$ cat src/rtl/usbtk_pkg.sv
package usbtk_pkg;

  localparam logic [7:0] PID_SETUP = 8'h2D;
  localparam logic [7:0] PID_OUT   = 8'hE1;
  localparam logic [7:0] PID_IN    = 8'h69;
  localparam logic [7:0] PID_DATA0 = 8'hC3;
  localparam logic [7:0] PID_DATA1 = 8'h4B;
  localparam logic [7:0] PID_ACK   = 8'hD2;
  localparam logic [7:0] PID_NAK   = 8'h5A;

  // Minimum length of a meaningful packet: PID plus two bytes
  localparam int MIN_PKT_BYTES = 3;

  typedef enum logic [1:0] {
    RPL_NONE = 2'd0,
    RPL_ACK  = 2'd1,
    RPL_NAK  = 2'd2,
    RPL_DATA = 2'd3
  } reply_e;

  typedef enum logic [2:0] {
    ACT_IDLE,    // no packet this cycle
    ACT_DROP,    // ignored: clears the stored token
    ACT_KEEP,    // store SETUP/OUT token
    ACT_TAKE,    // accept data, ACK
    ACT_REFUSE,  // NAK
    ACT_SEND     // answer IN with the buffered packet
  } action_e;

endpackage

$ cat src/rtl/usbtk_rst_sync.sv
module usbtk_rst_sync #(
  parameter int STAGES = 2
) (
  input  logic clk,
  input  logic rst_n,
  output logic rst_sync_n
);

  logic [STAGES-1:0] chain_q;

  always_ff @(posedge clk or negedge rst_n) begin
    if (!rst_n) chain_q <= '0;
    else        chain_q <= {chain_q[STAGES-2:0], 1'b1};
  end

  assign rst_sync_n = chain_q[STAGES-1];

endmodule

$ cat src/rtl/usbtk_classify.sv
module usbtk_classify
  import usbtk_pkg::*;
#(
  parameter int LEN_W = 4
) (
  input  logic             pkt_valid,
  input  logic [7:0]       pkt_pid,
  input  logic [7:0]       pkt_addr,
  input  logic [LEN_W-1:0] pkt_len,
  input  logic [6:0]       dev_addr,
  input  logic             tok_valid,
  input  logic             rx_full,
  input  logic             tx_full,
  output action_e          act
);

  logic is_data, is_short, addr_hit, is_token;

  assign is_data  = (pkt_pid == PID_DATA0) || (pkt_pid == PID_DATA1);
  assign is_token = (pkt_pid == PID_SETUP) || (pkt_pid == PID_OUT);
  assign is_short = pkt_len < LEN_W'(MIN_PKT_BYTES);
  assign addr_hit = pkt_addr[6:0] == dev_addr;

  // Data packets are resolved before the address comparison
  always_comb begin
    act = ACT_IDLE;
    if (pkt_valid) begin
      if (is_short)                 act = ACT_DROP;
      else if (is_data) begin
        if (!tok_valid)             act = ACT_DROP;
        else if (rx_full)           act = ACT_REFUSE;
        else                        act = ACT_TAKE;
      end
      else if (!addr_hit)           act = ACT_DROP;
      else if (pkt_pid == PID_IN) begin
        if (!tx_full || rx_full)    act = ACT_REFUSE;
        else                        act = ACT_SEND;
      end
      else if (is_token)            act = ACT_KEEP;
      else                          act = ACT_DROP;
    end
  end

endmodule

$ cat src/rtl/usbtk_se0_det.sv
module usbtk_se0_det #(
  parameter int RUN = 30
) (
  input  logic clk,
  input  logic rst_n,
  input  logic se0,
  output logic bus_rst
);

  localparam int CW = $clog2(RUN + 1);

  logic [CW-1:0] cnt_q, cnt_d;
  logic          fire_q, fire_d;

  always_comb begin
    if (!se0)                     cnt_d = '0;
    else if (cnt_q == CW'(RUN))   cnt_d = cnt_q;
    else                          cnt_d = cnt_q + 1'b1;
    fire_d = se0 && (cnt_q == CW'(RUN - 1));
  end

  always_ff @(posedge clk or negedge rst_n) begin
    if (!rst_n) begin
      cnt_q  <= '0;
      fire_q <= 1'b0;
    end else begin
      cnt_q  <= cnt_d;
      fire_q <= fire_d;
    end
  end

  assign bus_rst = fire_q;

  AST_RESET_IS_PULSE: assert property (@(posedge clk) disable iff (!rst_n)
    bus_rst |=> !bus_rst);
  AST_RESET_NEEDS_SE0: assert property (@(posedge clk) disable iff (!rst_n)
    bus_rst |-> $past(se0));

endmodule

$ cat src/rtl/usbtk_addr_reg.sv
module usbtk_addr_reg #(
  parameter int AW = 7
) (
  input  logic          clk,
  input  logic          rst_n,
  input  logic          addr_set,
  input  logic [AW-1:0] addr_new,
  input  logic          bus_rst,
  input  logic          tx_full,
  input  logic          xfer_busy,
  output logic [AW-1:0] dev_addr
);

  logic [AW-1:0] pend_q, pend_d, cur_q;
  logic          pend_en, cur_en;

  always_comb begin
    pend_en = bus_rst || addr_set;
    pend_d  = bus_rst ? '0 : addr_new;
    cur_en  = !tx_full && !xfer_busy;
  end

  always_ff @(posedge clk or negedge rst_n) begin
    if (!rst_n) begin
      pend_q <= '0;
      cur_q  <= '0;
    end else begin
      if (pend_en) pend_q <= pend_d;
      if (cur_en)  cur_q  <= pend_q;
    end
  end

  assign dev_addr = cur_q;

  AST_ADDR_FROZEN_WHILE_BUSY: assert property (@(posedge clk) disable iff (!rst_n)
    (tx_full || xfer_busy) |=> $stable(dev_addr));

endmodule

$ cat src/rtl/usbtk_ctrl.sv
module usbtk_ctrl
  import usbtk_pkg::*;
#(
  parameter int BUF_BYTES  = 11,
  parameter int SE0_CYCLES = 30,
  localparam int LEN_W     = $clog2(BUF_BYTES + 1)
) (
  input  logic             clk,
  input  logic             rst_n,
  input  logic             pkt_valid,
  input  logic [7:0]       pkt_pid,
  input  logic [7:0]       pkt_addr,
  input  logic [LEN_W-1:0] pkt_len,
  input  logic             se0,
  input  logic             rx_release,
  input  logic             tx_load,
  input  logic             xfer_busy,
  input  logic             addr_set,
  input  logic [6:0]       addr_new,
  output logic             reply_valid,
  output logic [1:0]       reply_kind,
  output logic [7:0]       reply_pid,
  output logic             rx_sel,
  output logic             rx_full,
  output logic [LEN_W-1:0] rx_len,
  output logic [7:0]       rx_token,
  output logic             tx_full,
  output logic [6:0]       dev_addr,
  output logic             bus_reset
);

  logic    rst_s_n;
  logic    bus_rst;
  action_e act;

  logic             tokv_q, tokv_d;
  logic [7:0]       tok_q, tok_d;
  logic             rxf_q, rxf_d;
  logic             sel_q, sel_d;
  logic [LEN_W-1:0] rxlen_q, rxlen_d;
  logic [7:0]       rxtok_q, rxtok_d;
  logic             txf_q, txf_d;
  logic             rv_q, rv_d;
  reply_e           rk_q, rk_d;
  logic [7:0]       rp_q, rp_d;
  logic             take_en;

  usbtk_rst_sync #(.STAGES(2)) u_rst (
    .clk(clk), .rst_n(rst_n), .rst_sync_n(rst_s_n)
  );

  usbtk_se0_det #(.RUN(SE0_CYCLES)) u_se0 (
    .clk(clk), .rst_n(rst_s_n), .se0(se0), .bus_rst(bus_rst)
  );

  usbtk_addr_reg #(.AW(7)) u_addr (
    .clk(clk), .rst_n(rst_s_n), .addr_set(addr_set), .addr_new(addr_new),
    .bus_rst(bus_rst), .tx_full(txf_q), .xfer_busy(xfer_busy),
    .dev_addr(dev_addr)
  );

  usbtk_classify #(.LEN_W(LEN_W)) u_cls (
    .pkt_valid(pkt_valid), .pkt_pid(pkt_pid), .pkt_addr(pkt_addr),
    .pkt_len(pkt_len), .dev_addr(dev_addr), .tok_valid(tokv_q),
    .rx_full(rxf_q), .tx_full(txf_q), .act(act)
  );

  // Next-state logic
  always_comb begin
    tokv_d  = tokv_q;
    tok_d   = tok_q;
    rxf_d   = rxf_q;
    sel_d   = sel_q;
    txf_d   = txf_q;
    rv_d    = 1'b0;
    rk_d    = RPL_NONE;
    rp_d    = 8'h00;
    take_en = 1'b0;

    if (rx_release) rxf_d = 1'b0;

    case (act)
      ACT_DROP: tokv_d = 1'b0;
      ACT_KEEP: begin
        tokv_d = 1'b1;
        tok_d  = pkt_pid;
      end
      ACT_TAKE: begin
        take_en = 1'b1;
        rxf_d   = 1'b1;
        sel_d   = ~sel_q;
        rv_d    = 1'b1;
        rk_d    = RPL_ACK;
        rp_d    = PID_ACK;
      end
      ACT_REFUSE: begin
        rv_d = 1'b1;
        rk_d = RPL_NAK;
        rp_d = PID_NAK;
      end
      ACT_SEND: begin
        txf_d = 1'b0;
        rv_d  = 1'b1;
        rk_d  = RPL_DATA;
      end
      default: ;
    endcase

    if (tx_load) txf_d = 1'b1;

    if (bus_rst) begin
      rxf_d = 1'b0;
      txf_d = 1'b0;
    end

    rxlen_d = pkt_len;
    rxtok_d = tok_q;
  end

  // State registers
  always_ff @(posedge clk or negedge rst_s_n) begin
    if (!rst_s_n) begin
      tokv_q  <= 1'b0;
      tok_q   <= 8'h00;
      rxf_q   <= 1'b0;
      sel_q   <= 1'b0;
      rxlen_q <= '0;
      rxtok_q <= 8'h00;
      txf_q   <= 1'b0;
      rv_q    <= 1'b0;
      rk_q    <= RPL_NONE;
      rp_q    <= 8'h00;
    end else begin
      tokv_q <= tokv_d;
      tok_q  <= tok_d;
      rxf_q  <= rxf_d;
      sel_q  <= sel_d;
      txf_q  <= txf_d;
      rv_q   <= rv_d;
      rk_q   <= rk_d;
      rp_q   <= rp_d;
      if (take_en) begin
        rxlen_q <= rxlen_d;
        rxtok_q <= rxtok_d;
      end
    end
  end

  assign reply_valid = rv_q;
  assign reply_kind  = rk_q;
  assign reply_pid   = rp_q;
  assign rx_sel      = sel_q;
  assign rx_full     = rxf_q;
  assign rx_len      = rxlen_q;
  assign rx_token    = rxtok_q;
  assign tx_full     = txf_q;
  assign bus_reset   = bus_rst;

  AST_REPLY_FOLLOWS_PKT: assert property (@(posedge clk) disable iff (!rst_s_n)
    reply_valid |-> $past(pkt_valid));
  AST_IN_NAK_WHEN_RX_PENDING: assert property (@(posedge clk) disable iff (!rst_s_n)
    (pkt_valid && pkt_pid == PID_IN && pkt_len >= LEN_W'(MIN_PKT_BYTES)
     && pkt_addr[6:0] == dev_addr && rx_full)
    |=> (reply_valid && reply_kind == RPL_NAK));
  AST_ACK_FILLS_RX: assert property (@(posedge clk) disable iff (!rst_s_n)
    (reply_valid && reply_kind == RPL_ACK && !$past(bus_rst)) |-> rx_full);
  AST_SEND_EMPTIES_TX: assert property (@(posedge clk) disable iff (!rst_s_n)
    (reply_valid && reply_kind == RPL_DATA && !$past(tx_load)) |-> !tx_full);
  AST_SEL_MOVES_ON_ACK: assert property (@(posedge clk) disable iff (!rst_s_n)
    (rx_sel != $past(rx_sel)) |-> (reply_valid && reply_kind == RPL_ACK));
  AST_BUS_RESET_CLEARS: assert property (@(posedge clk) disable iff (!rst_s_n)
    bus_reset |=> (!rx_full && !tx_full));

endmodule

$ cat config.mk
export PLATFORM = sky130hd
export DESIGN_NAME = usbtk_ctrl
export DESIGN_NICKNAME = d
export VERILOG_FILES = /design/src/rtl/usbtk_pkg.sv /design/src/rtl/usbtk_rst_sync.sv /design/src/rtl/usbtk_classify.sv /design/src/rtl/usbtk_se0_det.sv /design/src/rtl/usbtk_addr_reg.sv /design/src/rtl/usbtk_ctrl.sv
export SDC_FILE = /design/constraint.sdc
export NUM_CORES = 1
export LEC_CHECK = 0
export CAP_MARGIN = 20
export CORE_MARGIN = 5
export CORE_UTILIZATION = 59
export CTS_BUF_LIST = sky130_fd_sc_hd__clkbuf_2 sky130_fd_sc_hd__clkbuf_4 sky130_fd_sc_hd__clkbuf_8
export DETAILED_ROUTE_END_ITERATION = 10
export DONT_BUFFER_PORTS = 1
export GPL_ROUTABILITY_DRIVEN = 1
export PLACE_DENSITY = 0.88
export SLEW_MARGIN = 30
export SYNTH_ARGS = -nofsm -noshare
export SYNTH_HDL_FRONTEND = slang
export SYNTH_HIERARCHICAL = 1
export SYNTH_SLANG_ARGS = --single-unit
$ cat constraint.sdc
create_clock -name clk -period 1.45 [get_ports clk]
set_input_delay 0.2175 -clock clk [delete_from_list [all_inputs] [get_ports clk]]
set_output_delay 0.2175 -clock clk [all_outputs]
set_load 0.02 [all_outputs]
## Word level (Yosys, flattened, before mapping)

Cells that the tools add are included.

| storage, ports and cells | value |
|---|---|
| register bits after elaboration | 57 |
| input bits | 35 |
| output and inout port bits | 34 |
| word-level logic and storage cells | 67 |

| cells by class | value |
|---|---|
| add/subtract/negate cells | 1 |
| $lt $le $gt $ge | 1 |
| equal/unequal tests | 14 |
| mux-type cells | 23 |
| bitwise operators | 1 |
| reductions and logical operators | 12 |

Operators with widths:

| operator | number |
|---|---|
| 2-to-1 mux 3 bit | 7 |
| equality test 8 x 7 -> 1 bit (second input constant) | 2 |
| equality test 8 bit (second input constant) | 2 |
| one-hot mux 8 bit (2 select lines) | 1 |
| equality test 5 bit (second input constant) | 2 |
| 2-to-1 mux 5 bit | 2 |
| 2-to-1 mux 1 bit | 9 |
| equality test 8 x 6 -> 1 bit (second input constant) | 1 |
| equality test 7 bit | 1 |
| 2-to-1 mux 7 bit | 1 |
| equality test 3 x 2 -> 1 bit (second input constant) | 2 |
| equality test 3 bit (second input constant) | 2 |
| one-hot mux 2 bit (3 select lines) | 1 |
| nonzero test 3 bit | 2 |
| adder 5 x 1 -> 5 bit (second input constant) | 1 |
| logical OR 1 bit | 4 |
| less-than comparator 4 x 2 -> 1 bit (second input constant) | 1 |
| equality test 3 x 1 -> 1 bit (second input constant) | 1 |
| OR reduction 3 bit | 1 |
| logical AND 1 bit | 2 |
| logical NOT 1 bit | 2 |
| 2-to-1 mux 2 bit | 1 |
| != test 2 bit (second input constant) | 1 |
| one-hot mux 1 bit (2 select lines) | 1 |
| 2 further kinds | 2 |

## Logic depth before layout (Yosys ltp)

Gate-level depths: netlist of the first run.

| depth | value |
|---|---|
| depth after elaboration | 12 |
| gate-level depth with buffers | 8 |
| depth with buffers taken out | 6 |

## By module

Netlist of the first run, hierarchy kept.

Modules (own cells, without submodules):

| module | instances | cells each | area an instance (µm²) |
|---|---|---|---|
| usbtk_ctrl | 1 | 77 | 1,177.4 |
| usbtk_addr_reg | 1 | 37 | 544.3 |
| usbtk_se0_det | 1 | 31 | 319.1 |
| usbtk_classify | 1 | 32 | 242.7 |
| usbtk_rst_sync | 1 | 3 | 53.8 |

## Worst setup path before layout of the first run

No wires, ideal clock.

| timing | value |
|---|---|
| path type | reg2reg |
| from | register u_addr.cur_q[6] (netlist: u_addr/dev_addr[6]) |
| to | register rxlen_q[0] (netlist: rx_len[0]) |
| setup time | 125 ps |
| arrival time | 2,223 ps |
| path slack | -897 ps |
| stages on the path, launching flop included | 8 |
| path through | dfrtp_1 xor2_1 nor4_2 nand3_1 a21oi_1 nand3b_4 buf_6 mux2_2 |

| on the way | value |
|---|---|
| word-level cells in the longest chain between the ends | 7 |

RTL lines:

| what | line | source |
|---|---|---|
| from (decl) | usbtk_addr_reg.sv:14 | `logic [AW-1:0] pend_q, pend_d, cur_q;` |
| from (signal assigned) | usbtk_addr_reg.sv:29 | `if (cur_en) cur_q <= pend_q;` |
| equality test 7 bit | usbtk_classify.sv:22 | `assign addr_hit = pkt_addr[6:0] == dev_addr;` |
| 2-to-1 mux 3 bit | usbtk_classify.sv:34 | `else if (!addr_hit) act = ACT_DROP;` |
| 2-to-1 mux 3 bit | usbtk_classify.sv:29 | `else if (is_data) begin` |
| 2-to-1 mux 3 bit | usbtk_classify.sv:28 | `if (is_short) act = ACT_DROP;` |
| 2-to-1 mux 3 bit | usbtk_classify.sv:27 | `if (pkt_valid) begin` |
| named net act[2] | usbtk_ctrl.sv:34 | `action_e act;` |
| equality test 3 x 2 -> 1 bit | usbtk_ctrl.sv:82 | `case (act)` |
| 2-to-1 mux 1 bit | usbtk_ctrl.sv:82 |  |
| to (signal assigned) | usbtk_ctrl.sv:143 | `rxlen_q <= rxlen_d;` |
| to (decl) | usbtk_ctrl.sv:40 | `logic [LEN_W-1:0] rxlen_q, rxlen_d;` |

The timed path passes the listed nets, and every way through them passes these cells.
A chain may end at the register's enable or synchronous reset.

## Worst setup path after layout of the first run

| timing | value |
|---|---|
| from | register u_addr.cur_q[1] (netlist: u_addr/dev_addr[1]) |
| to | register rxlen_q[3] (netlist: rx_len[3]) |

The elaborated chain is that of the path after synthesis.

==> impl_metrics.ini, run 1 <==
[cts]
clk_latency_ns = 0.30
htree_levels = 2
cts_tree = done
cts_inserted_buffers = 5
cts_buffer_depth = 2
clkSinkCount = 52
root_buffer = clkbuf_8
clk_pin_slew_ns = 0.09

[route]
drt_iter0_markers = 97
totalWireLength_mm = 5.684
drt-met1-wl_mm = 2.145
antenna_left = 0
drcViolationCount = 0
wl_met3_um = 350
top_layer_used = met4
dr.pass1.iters = 4
vias_per_cell = 5.869
routedWlPerCell_um = 21.95
vias = 1520
wl_met2_mm = 3.013

[place]
placedCellCount = 244
dp_hpwl_mm = 3.696
portBuffers = 0
gp_congestion = 0.7819
pre_cts_ws_ns = -0.6959

[yosys]
async_flop_share = 1.000
synthFlopType = dfrtp_1
syn_avg_cell_area_um2 = 12.98
yosysTopAreaCell = dfrtp_1
seq_area_frac_synth = 0.5567
synthCells = 180
synth_most_common_cell = dfrtp_1
yosysWarningCount = 6
synth_common_cells = dfrtp_1 (52), mux2_2 (27), nor2_1 (12)
synth.distinct_cells = 40
netlist_top_cells_area = dfrtp_1 (56%), mux2_2 (13%), mux2i_1 (3.9%), xor2_1 (2.6%), nand2b_1 (2.4%)
synth_seq_cells = 52
synth_edf_count = 0
syn_area_um2 = 2337
yosys.area.top_type_share = 0.5567

[sta]
max_freq_mhz = 462.0
clock-skew-final_ns = 0.005799
final.setup.worst_slack_ns = -0.7146
rsz0062_at_grt = yes
hold_violations = 0
slew_viol_final = 0
setup_viol = 30
worst_pin_slew_ns = 0.6013
finalCritPeriodShare = 1.493
period_minus_slack_ns = 2.165
max_slew_margin = 0.5991

[setup_path]
crit-reg2reg-launch = u_addr/dev_addr[1]$_DFFE_PN0P_
r2r-end = rx_len[3]$_DFFE_PN0P_
critPathMaxFanout = 8
worstPathArrival_ns = 2.36
r2r_setup_slack_ns = -0.71
critPathLaunch = u_addr/dev_addr[1]$_DFFE_PN0P_
required_ns = 1.64
worstSetupEndpoint = rx_len[3]$_DFFE_PN0P_
reg2reg_depth = 9
critPathCaptureType = flip-flop
path_class = reg -> reg
startpoint_type = flip-flop

[job]
maxCapViolCount = 0

[floorplanning]
initial_core_util = 0.6243
io_pins = 69
die_height_um = 72.94
placement_rows = 22
core_area_um2 = 3744
die_w_um = 72.94
dieArea_um2 = 5320

[global_route]
grt_max_degree = 51
overflow = 0
grt_pass1_vias = 1574
antenna_found_initial = 0
global_route.usage.total = 0.2087
grt_first_pass_wirelength_mm = 8.135

[status]
failed_checks = setup timing
status = finished with violations

[layout]
stdcell_count = 259
syn_to_final_growth_pct = 25.59
diodes = 0
drive_gt1_frac = 0.4265
layout.nets = 248

[pwr]
p_leak_nw = 1.464
vdd_drop_max_mv = 0.5645
power.total_mw = 2.665
p_per_area_nw_per_um2 = 908.0

[worst_hold_path]
hold_class = in -> reg
hold_depth = 2
## flip-flops by register name, indices dropped and copies added (netlist names), 2 cells and up
| name | flops |
|---|---|
| reply_pid | 3 |
| u_addr/dev_addr | 7 |
| u_rst/chain_q | 2 |
| rxtok_d | 8 |
| u_addr/pend_q | 7 |
| reply_kind | 2 |
| rx_token | 8 |
| u_se0/cnt_q | 5 |
| rx_len | 4 |
## what timing repair did
item,4_1_cts,5_1_grt
cloned,0,2
endpoints found under the setup margin,30,30
buffers inserted,3,1
hold endpoints to repair,2,0
pin swaps,8,8
hold buffers,1,0
gates resized for setup,16,17
## cell type report
cell class	count	area [um^2]
tap	48	60.06
inverter	7	26.28
fill	214	808.3
timing repair buffer	29	306.5
clock buffer	8	103.9
multi-input combinational	115	1132
sequential	52	1306
## cells in the final DEF (no fill, tap or decap), types with 5 or more instances in the layout
| master | synthesis | final |
|---|---|---|
| mux2_2 | 27 | 7 |
| inv_1 | 7 | 6 |
| buf_6 | 1 | 7 |
| mux2i_1 | 9 | 9 |
| clkbuf_8 | 0 | 7 |
| mux2_4 | 0 | 20 |
| nor2_1 | 12 | 11 |
| buf_4 | 6 | 17 |
| dfrtp_1 | 52 | 48 |
| xor2_1 | 7 | 5 |
| nand2_1 | 6 | 6 |
| nand2b_1 | 9 | 8 |
## through the flow
step / hold WS (ns) / setup TNS, ns / instance area, um^2 / util
global placement: -0.07803 / -16.22 / 2582 / 0.6898
floorplan: -0.07809 / -16.49 / 2406 / -
global route: 0.01112 / -20.72 / 2935 / 0.7841
CTS: 0.01424 / -18.15 / 2795 / 0.7467
finish: 0.01542 / -18.76 / 2935 / 0.7841
detailed placement: -0.07801 / -17.94 / 2582 / 0.6898
## power by group
| part | switching (mW) | internal, mW |
|---|---|---|
| clock network | 0.431 | 0.454 |
| registers | 0.0364 | 1.50 |
| logic | 0.138 | 0.111 |
| total | 0.605 | 2.06 |
## critical path, cell delays in order (launching register included)
cell and delay, ns:
dfrtp_2 0.42, xor2_1 0.17, nor4_2 0.26, buf_4 0.18
nand3_2 0.09, a21oi_4 0.19, buf_6 0.14, nand3b_4 0.12
clkbuf_16 0.19, mux2_4 0.29
## cell families after synthesis
group / count (synthesis) / share of synthesized area
other: 2 / 0.003213
flip-flops: 52 / 0.5567
buffers and inverters: 15 / 0.03747
XOR/XNOR: 8 / 0.02998
AO/OA/AOI/OAI: 19 / 0.06103
AND/OR/NAND/NOR: 45 / 0.1269
adder cells (fa/ha/maj): 3 / 0.01606
multiplexers: 36 / 0.1686
## per-layer routing
layer | vias to the layer above | GRT usage
met5 | - | 0
met4 | 0 | 0.1270
met3 | 16 | 0.06474
met2 | 52 | 0.3577
met1 | 774 | 0.2234
li1 | 678 | -
## how the worst min path moves through the flow
| stage | startpoint | end |
|---|---|---|
| finish | se0 | u_se0/cnt_q[3]$_DFFE_PN0P_ |
| global route | se0 | u_se0/bus_rst$_DFF_PN0_ |
| CTS | se0 | u_se0/cnt_q[3]$_DFFE_PN0P_ |
| detailed placement | rst_n | u_rst/chain_q[0]$_DFF_PN0_ |
| global placement | rst_n | u_rst/chain_q[1]$_DFF_PN0_ |
| floorplan | rst_n | u_rst/chain_q[0]$_DFF_PN0_ |
Power figures use the tool's default switching activity.
==> run 2: changes to the inputs <==
--- a/config.mk
+++ b/config.mk
@@ -5,6 +5,7 @@
 export SDC_FILE = /design/constraint.sdc
 export NUM_CORES = 1
 export LEC_CHECK = 0
+export ABC_AREA = 1
 export CAP_MARGIN = 20
 export CORE_MARGIN = 5
 export CORE_UTILIZATION = 59
==> run 2 against run 1 <==
Effect of this change:
- the run still ends with setup timing left
- core utilization shrank 6.2 points
- sequential power rose by 6%
- sequential cell count unchanged
- first-iteration DRC count grew 46%
- hold slack got worse by 0.0086 ns
- clock skew up 0.011 ns
- critical path type unchanged
- critical endpoint is now rxtok_d[0]$_DFFE_PN0P_
- highest routed layer unchanged
==> impl_metrics.ini, run 2 <==
[floorplanning]
die_w_um = 76.39
io_pins = 69
placement_rows = 24
initial_core_util = 0.6013
core_area_um2 = 4324
die_height_um = 76.39
dieArea_um2 = 5835

[setup_path]
r2r-end = rxtok_d[0]$_DFFE_PN0P_
crit-reg2reg-launch = u_addr/dev_addr[0]$_DFFE_PN0P_
startpoint_type = flip-flop
required_ns = 1.65
critPathCaptureType = flip-flop
critPathMaxFanout = 6
path_class = reg -> reg
r2r_setup_slack_ns = -0.30
worstPathArrival_ns = 1.94
reg2reg_depth = 9

[global_route]
met2_usage = 0.3142
grt_first_pass_wirelength_mm = 9.287
global_route.usage.total = 0.1932
antenna_found_initial = 0
grt_pass1_vias = 2068
grt_max_degree = 29
met3_usage = 0.06383
busiest_layer = met2
use_met1 = 0.2397
overflow = 0

[sta]
period_minus_slack_ns = 1.748
worst_pin_slew_ns = 0.5394
slew_viol_final = 0
setup_viol = 30
max_slew_margin = 0.6406
final.setup.worst_slack_ns = -0.2979
rsz0062_at_grt = yes
finalCritPeriodShare = 1.205
max_freq_mhz = 572.1
hold_violations = 0
clock-skew-final_ns = 0.01641

[layout]
stdcell_count = 403
drive_gt1_frac = 0.3191
syn_to_final_growth_pct = 20.16
layout.nets = 388
diodes = 0
final_util = 0.7225
layout_common_cells = nand2_1 (105), dfrtp_1 (43), nand2_2 (33), inv_1 (28), buf_4 (21)
final_cell_area_um2 = 3124
final_common_cell = nand2_1

[route]
totalWireLength_mm = 6.068
dr.pass1.iters = 5
antenna_left = 0
vias_per_cell = 5.395
vias = 2174
routedWlPerCell_um = 15.06
drcViolationCount = 0
drt_iter0_markers = 142

[yosys]
synth_most_common_cell = nand2_1
synthFlopType = dfrtp_1
synthCells = 321
syn_area_um2 = 2600
synth_seq_cells = 52
synth_common_cells = nand2_1 (125), dfrtp_1 (52), inv_1 (30)
seq_area_frac_synth = 0.5005
async_flop_share = 1.000
netlist_top_cells_area = dfrtp_1 (50%), nand2_1 (18%), nand3_1 (4.6%), inv_1 (4.3%), nand2_2 (3.4%)
yosys.area.top_type_share = 0.5005
synth_edf_count = 0
syn_avg_cell_area_um2 = 8.100
yosysWarningCount = 6
yosysTopAreaCell = dfrtp_1
synth.distinct_cells = 29

[cts]
clk_pin_slew_ns = 0.10
root_buffer = clkbuf_8
cts_inserted_buffers = 5
cts_tree = done
clkSinkCount = 52
clk_latency_ns = 0.32
htree_levels = 2
cts_buffer_depth = 2

[pwr]
switchingPower_mw = 0.8067
vdd_drop_max_mv = 0.6591
p_per_area_nw_per_um2 = 935.2
p_int_mw = 2.115
p_leak_nw = 1.650
switching_share = 0.2761
combPwrFrac = 0.145
p_seq_frac = 0.554
clkPwrFrac = 0.301
power.total_mw = 2.922

[worst_hold_path]
hold_depth = 2
hold_class = in -> reg
min_from = pkt_len[0]
min_to = rx_len[0]$_DFFE_PN0P_

[place]
dp_hpwl_mm = 3.939
placedCellCount = 386
portBuffers = 0
gp_congestion = 0.8324
placed_area_um2 = 2778

[job]
maxCapViolCount = 0

[status]
status = finished with violations
failed_checks = setup timing
==> run 2: changes by cell type in the layout (fill, tap and decap cells not counted), moves of 15 or more <==
cell / previous run / this run
nand2_2: 0 / 33
inv_1: 6 / 28
nand2_1: 6 / 105
mux2_4: 20 / 0
nand3_1: 2 / 17
==> run 2: layer usage <==
layer  routed length, um  up-vias
met1                2375     1043
li1                    -     1041
met2                3099       76
met4                 136        0
met5                   0        -
met3                 457       14
==> run 2: final cells by class <==
cell class | count | area (um^2)
clock buffer | 7 | 90.09
clock inverter | 1 | 7.507
fill | 317 | 1200
inverter | 38 | 155.1
multi-input combinational | 223 | 1225
sequential | 52 | 1313
tap | 52 | 65.06
timing repair buffer | 30 | 269.0
==> run 2: power by group through the flow <==
| stage | logic [mW] | registers (mW) | clock network (mW) |
|---|---|---|---|
| floorplan | 0.200 | 1.70 | 0 |
| global placement | 0.358 | 1.64 | 0 |
| detailed placement | 0.373 | 1.64 | 0 |
| CTS | 0.388 | 1.61 | 0.889 |
| global route | 0.474 | 1.63 | 0.961 |
| finish | 0.422 | 1.62 | 0.881 |
==> run 2: worst max-delay path by stage <==
stage / from / to / cells past startpoint
floorplan: u_addr/dev_addr[0]$_DFFE_PN0P_ / rx_token[0]$_DFFE_PN0P_ / 11
global placement: u_addr/dev_addr[2]$_DFFE_PN0P_ / reply_valid$_DFF_PN0_ / 11
detailed placement: u_addr/dev_addr[0]$_DFFE_PN0P_ / tx_full$_DFFE_PN0P_ / 10
CTS: u_addr/dev_addr[2]$_DFFE_PN0P_ / rx_token[7]$_DFFE_PN0P_ / 11
global route: u_addr/dev_addr[6]$_DFFE_PN0P_ / rx_token[3]$_DFFE_PN0P_ / 13
finish: u_addr/dev_addr[0]$_DFFE_PN0P_ / rxtok_d[0]$_DFFE_PN0P_ / 9
==> run 2: critical path, stage by stage, from the launching register on <==
cell     delay (ns)
dfrtp_2        0.43
xnor2_2        0.17
nand3_2        0.12
nor2_4         0.19
nand2_2        0.09
a21oi_4        0.18
buf_6          0.19
nand3_4        0.11
nand2_1        0.07
nand2_1        0.09
==> run 2: cell families (layout without fill, tap and decap cells) <==
logic type	count (synthesis)	count (layout)	share of synthesized area
other	2	4	0.002888
xor gates and xnor gates	1	1	0.003369
adders and majority gates	3	3	0.01444
AOI/OAI and AO/OA	16	16	0.03513
DFF	52	52	0.5005
and+or+nand+nor	198	199	0.3518
buffers and inverters	49	76	0.09192
==> run 2: repair_timing <==
| action | CTS | global route |
|---|---|---|
| pin swaps | 11 | 23 |
| resized for setup | 6 | 40 |
| hold endpoints to repair | 2 | 1 |
| hold buffers | 1 | 1 |
| endpoints found under the setup margin | 30 | 30 |
| cloned | 1 | 0 |
| buffers inserted | 4 | 2 |
==> run 2: metrics by stage <==
stage,TNS [ns],worst slack [ns],hold WS (ns)
2_1_floorplan,-4.248,-0.1894,-0.07809
3_3_place_gp,-5.997,-0.2321,-0.07803
3_5_place_dp,-7.864,-0.3176,-0.07801
4_1_cts,-7.513,-0.2726,0.003462
5_1_grt,-11.68,-0.4421,0.01749
6_report,-8.048,-0.2979,0.006866
==> run 3: changes to the inputs <==
--- a/config.mk
+++ b/config.mk
@@ -5,15 +5,15 @@
 export SDC_FILE = /design/constraint.sdc
 export NUM_CORES = 1
 export LEC_CHECK = 0
-export ABC_AREA = 1
+export ABC_CLOCK_PERIOD_IN_PS = 1450
 export CAP_MARGIN = 20
 export CORE_MARGIN = 5
-export CORE_UTILIZATION = 59
+export CORE_UTILIZATION = 50
 export CTS_BUF_LIST = sky130_fd_sc_hd__clkbuf_2 sky130_fd_sc_hd__clkbuf_4 sky130_fd_sc_hd__clkbuf_8
 export DETAILED_ROUTE_END_ITERATION = 10
 export DONT_BUFFER_PORTS = 1
 export GPL_ROUTABILITY_DRIVEN = 1
-export PLACE_DENSITY = 0.88
+export PLACE_DENSITY = 0.78
 export SLEW_MARGIN = 30
 export SYNTH_ARGS = -nofsm -noshare
 export SYNTH_HDL_FRONTEND = slang
==> run 3 against run 2 <==
Effect of this change:
- the run still ends with setup timing left
- cell count shrank 35%
- global-route usage decreased by 1.5 points
- clock skew is 0.0059 ns lower
- wire length shrank 14%
- total power fell by 8.9%
- critical endpoint is now rxtok_d[4]$_DFFE_PN0P_
==> impl_metrics.ini, run 3 (synthesis gave the netlist of run 1 again) <==
[layout]
final_util = 0.6346
drive_gt1_frac = 0.3791
layout.nets = 248
final_common_cell = dfrtp_1
fill_cells = 353
final_cell_area_um2 = 2820
layout_common_cells = dfrtp_1 (48), buf_4 (24), mux2_4 (17), nor2_1 (12), mux2_2 (10)
syn_to_final_growth_pct = 20.66
diodes = 0

[global_route]
global_route.usage.total = 0.1781
grt_max_degree = 22
grt_first_pass_wirelength_mm = 8.404
antenna_found_initial = 0
grt_pass1_vias = 1674
overflow = 0

[route]
dr.pass1.iters = 4
vias = 1525
antenna_left = 0
drcViolationCount = 0
routedWlPerCell_um = 19.80
wl_met2_mm = 2.864
vias_per_cell = 5.798
top_layer_used = met4
totalWireLength_mm = 5.207
drt-met1-wl_mm = 1.892
drt_iter0_markers = 84
wl_met3_um = 369

[pwr]
p_per_area_nw_per_um2 = 943.9
vdd_drop_max_mv = 0.5516
power.total_mw = 2.662
p_leak_nw = 1.420

[sta]
hold_violations = 0
finalSetupTns_ns = -16.77
final.setup.worst_slack_ns = -0.6538
max_slew_margin = 0.6486
clock-skew-final_ns = 0.01055
holdWs_ns = 0.02020
max_freq_mhz = 475.3
rsz0062_at_grt = yes
finalCritPeriodShare = 1.451
worst_pin_slew_ns = 0.5274
setup_viol = 30
period_minus_slack_ns = 2.104
slew_viol_final = 0

[worst_hold_path]
hold_class = in -> reg

[cts]
cts_tree = done
clk_pin_slew_ns = 0.09
root_buffer = clkbuf_8
htree_levels = 2
clkSinkCount = 52
clk_latency_ns = 0.30
cts_buffer_depth = 2
cts_inserted_buffers = 5

[setup_path]
startpoint_type = flip-flop
critPathCaptureType = flip-flop
path_class = reg -> reg
critPathMaxFanout = 8
worstPathArrival_ns = 2.29
required_ns = 1.63

[place]
dp_hpwl_mm = 4.020
portBuffers = 0
gp_congestion = 0.8496
placed_area_um2 = 2643

[floorplanning]
placement_rows = 24
io_pins = 69
die_height_um = 78.37
core_area_um2 = 4444
initial_core_util = 0.5259
dieArea_um2 = 6142
die_w_um = 78.37

[status]
status = finished with violations
failed_checks = setup timing

[job]
maxCapViolCount = 0
run 3: changes by cell type in the layout (fill, tap and decap cells not counted), sizes merged, moves of 7 or more:
cell / previous run / this run
nand2: 139 / 6
inv: 38 / 7
mux2: 0 / 27
nand3: 27 / 4
mux2i: 0 / 9
nand2b: 0 / 9
nand4: 10 / 1
o21ai: 11 / 2
nor2: 20 / 13
xor2: 0 / 7
run 3: path summary, 6_finish.rpt:
path                       slack, ns                              to  depth (start not counted)                           start
min in group asynchronous       0.14      u_rst/chain_q[0]$_DFF_PN0_                          1                           rst_n
setup / recovery               -0.65          rxtok_d[4]$_DFFE_PN0P_                          9  u_addr/dev_addr[0]$_DFFE_PN0P_
max in group asynchronous       0.71          rxtok_d[2]$_DFFE_PN0P_                          1      u_rst/chain_q[1]$_DFF_PN0_
setup reg to reg               -0.65          rxtok_d[4]$_DFFE_PN0P_                          9  u_addr/dev_addr[0]$_DFFE_PN0P_
hold reg to reg                 0.23  u_addr/dev_addr[5]$_DFFE_PN0P_                          0      u_rst/chain_q[1]$_DFF_PN0_
hold / removal                  0.02         u_se0/bus_rst$_DFF_PN0_                          2                             se0
run 3: per-layer routing:
metal | up-vias | track usage
met5 | - | 0
met4 | 0 | 0.06469
met3 | 9 | 0.06178
met2 | 48 | 0.3442
met1 | 785 | 0.1735
li1 | 683 | -
run 3: layout make-up:
| type | instances | area, um^2 | share of cell area |
|---|---|---|---|
| flip-flops and latches | 52 | 1306 | 0.4632 |
| multi-input cells | 115 | 1057 | 0.3749 |
| repair buffers | 29 | 261.5 | 0.09272 |
| clock buffers | 8 | 103.9 | 0.03682 |
| well taps | 52 | 65.06 | 0.02307 |
| inverters | 7 | 26.28 | 0.009317 |
run 3: per-stage QoR:
step                      std cells  setup slack (ns)
after floorplan                 182           -0.7169
after global placement          252           -0.6069
after detailed placement        252           -0.7071
after CTS                       263           -0.6060
after global routing            263           -0.7224
final                           263           -0.6538
run 3: repair_timing:
action	in CTS	in global routing
gates resized for setup	11	1
endpoints found under the hold margin	2	0
hold buffers	1	0
pin swaps	7	0
endpoints found under the setup margin	30	30
buffers inserted	2	0
run 3: worst max-delay path, cell delays in order (launching register included):
cell and delay (ns):
dfrtp_1 0.40, xor2_1 0.16, nor4_2 0.28, buf_4 0.18, nand3_1 0.13, a21oi_4 0.17
buf_6 0.14, nor3b_4 0.05, buf_12 0.16, mux2_4 0.30
run 3: power by group:
group / internal [mW] / switching [mW]
clock network: 0.454 / 0.432
logic: 0.109 / 0.124
registers: 1.49 / 0.0468
total: 2.06 / 0.603
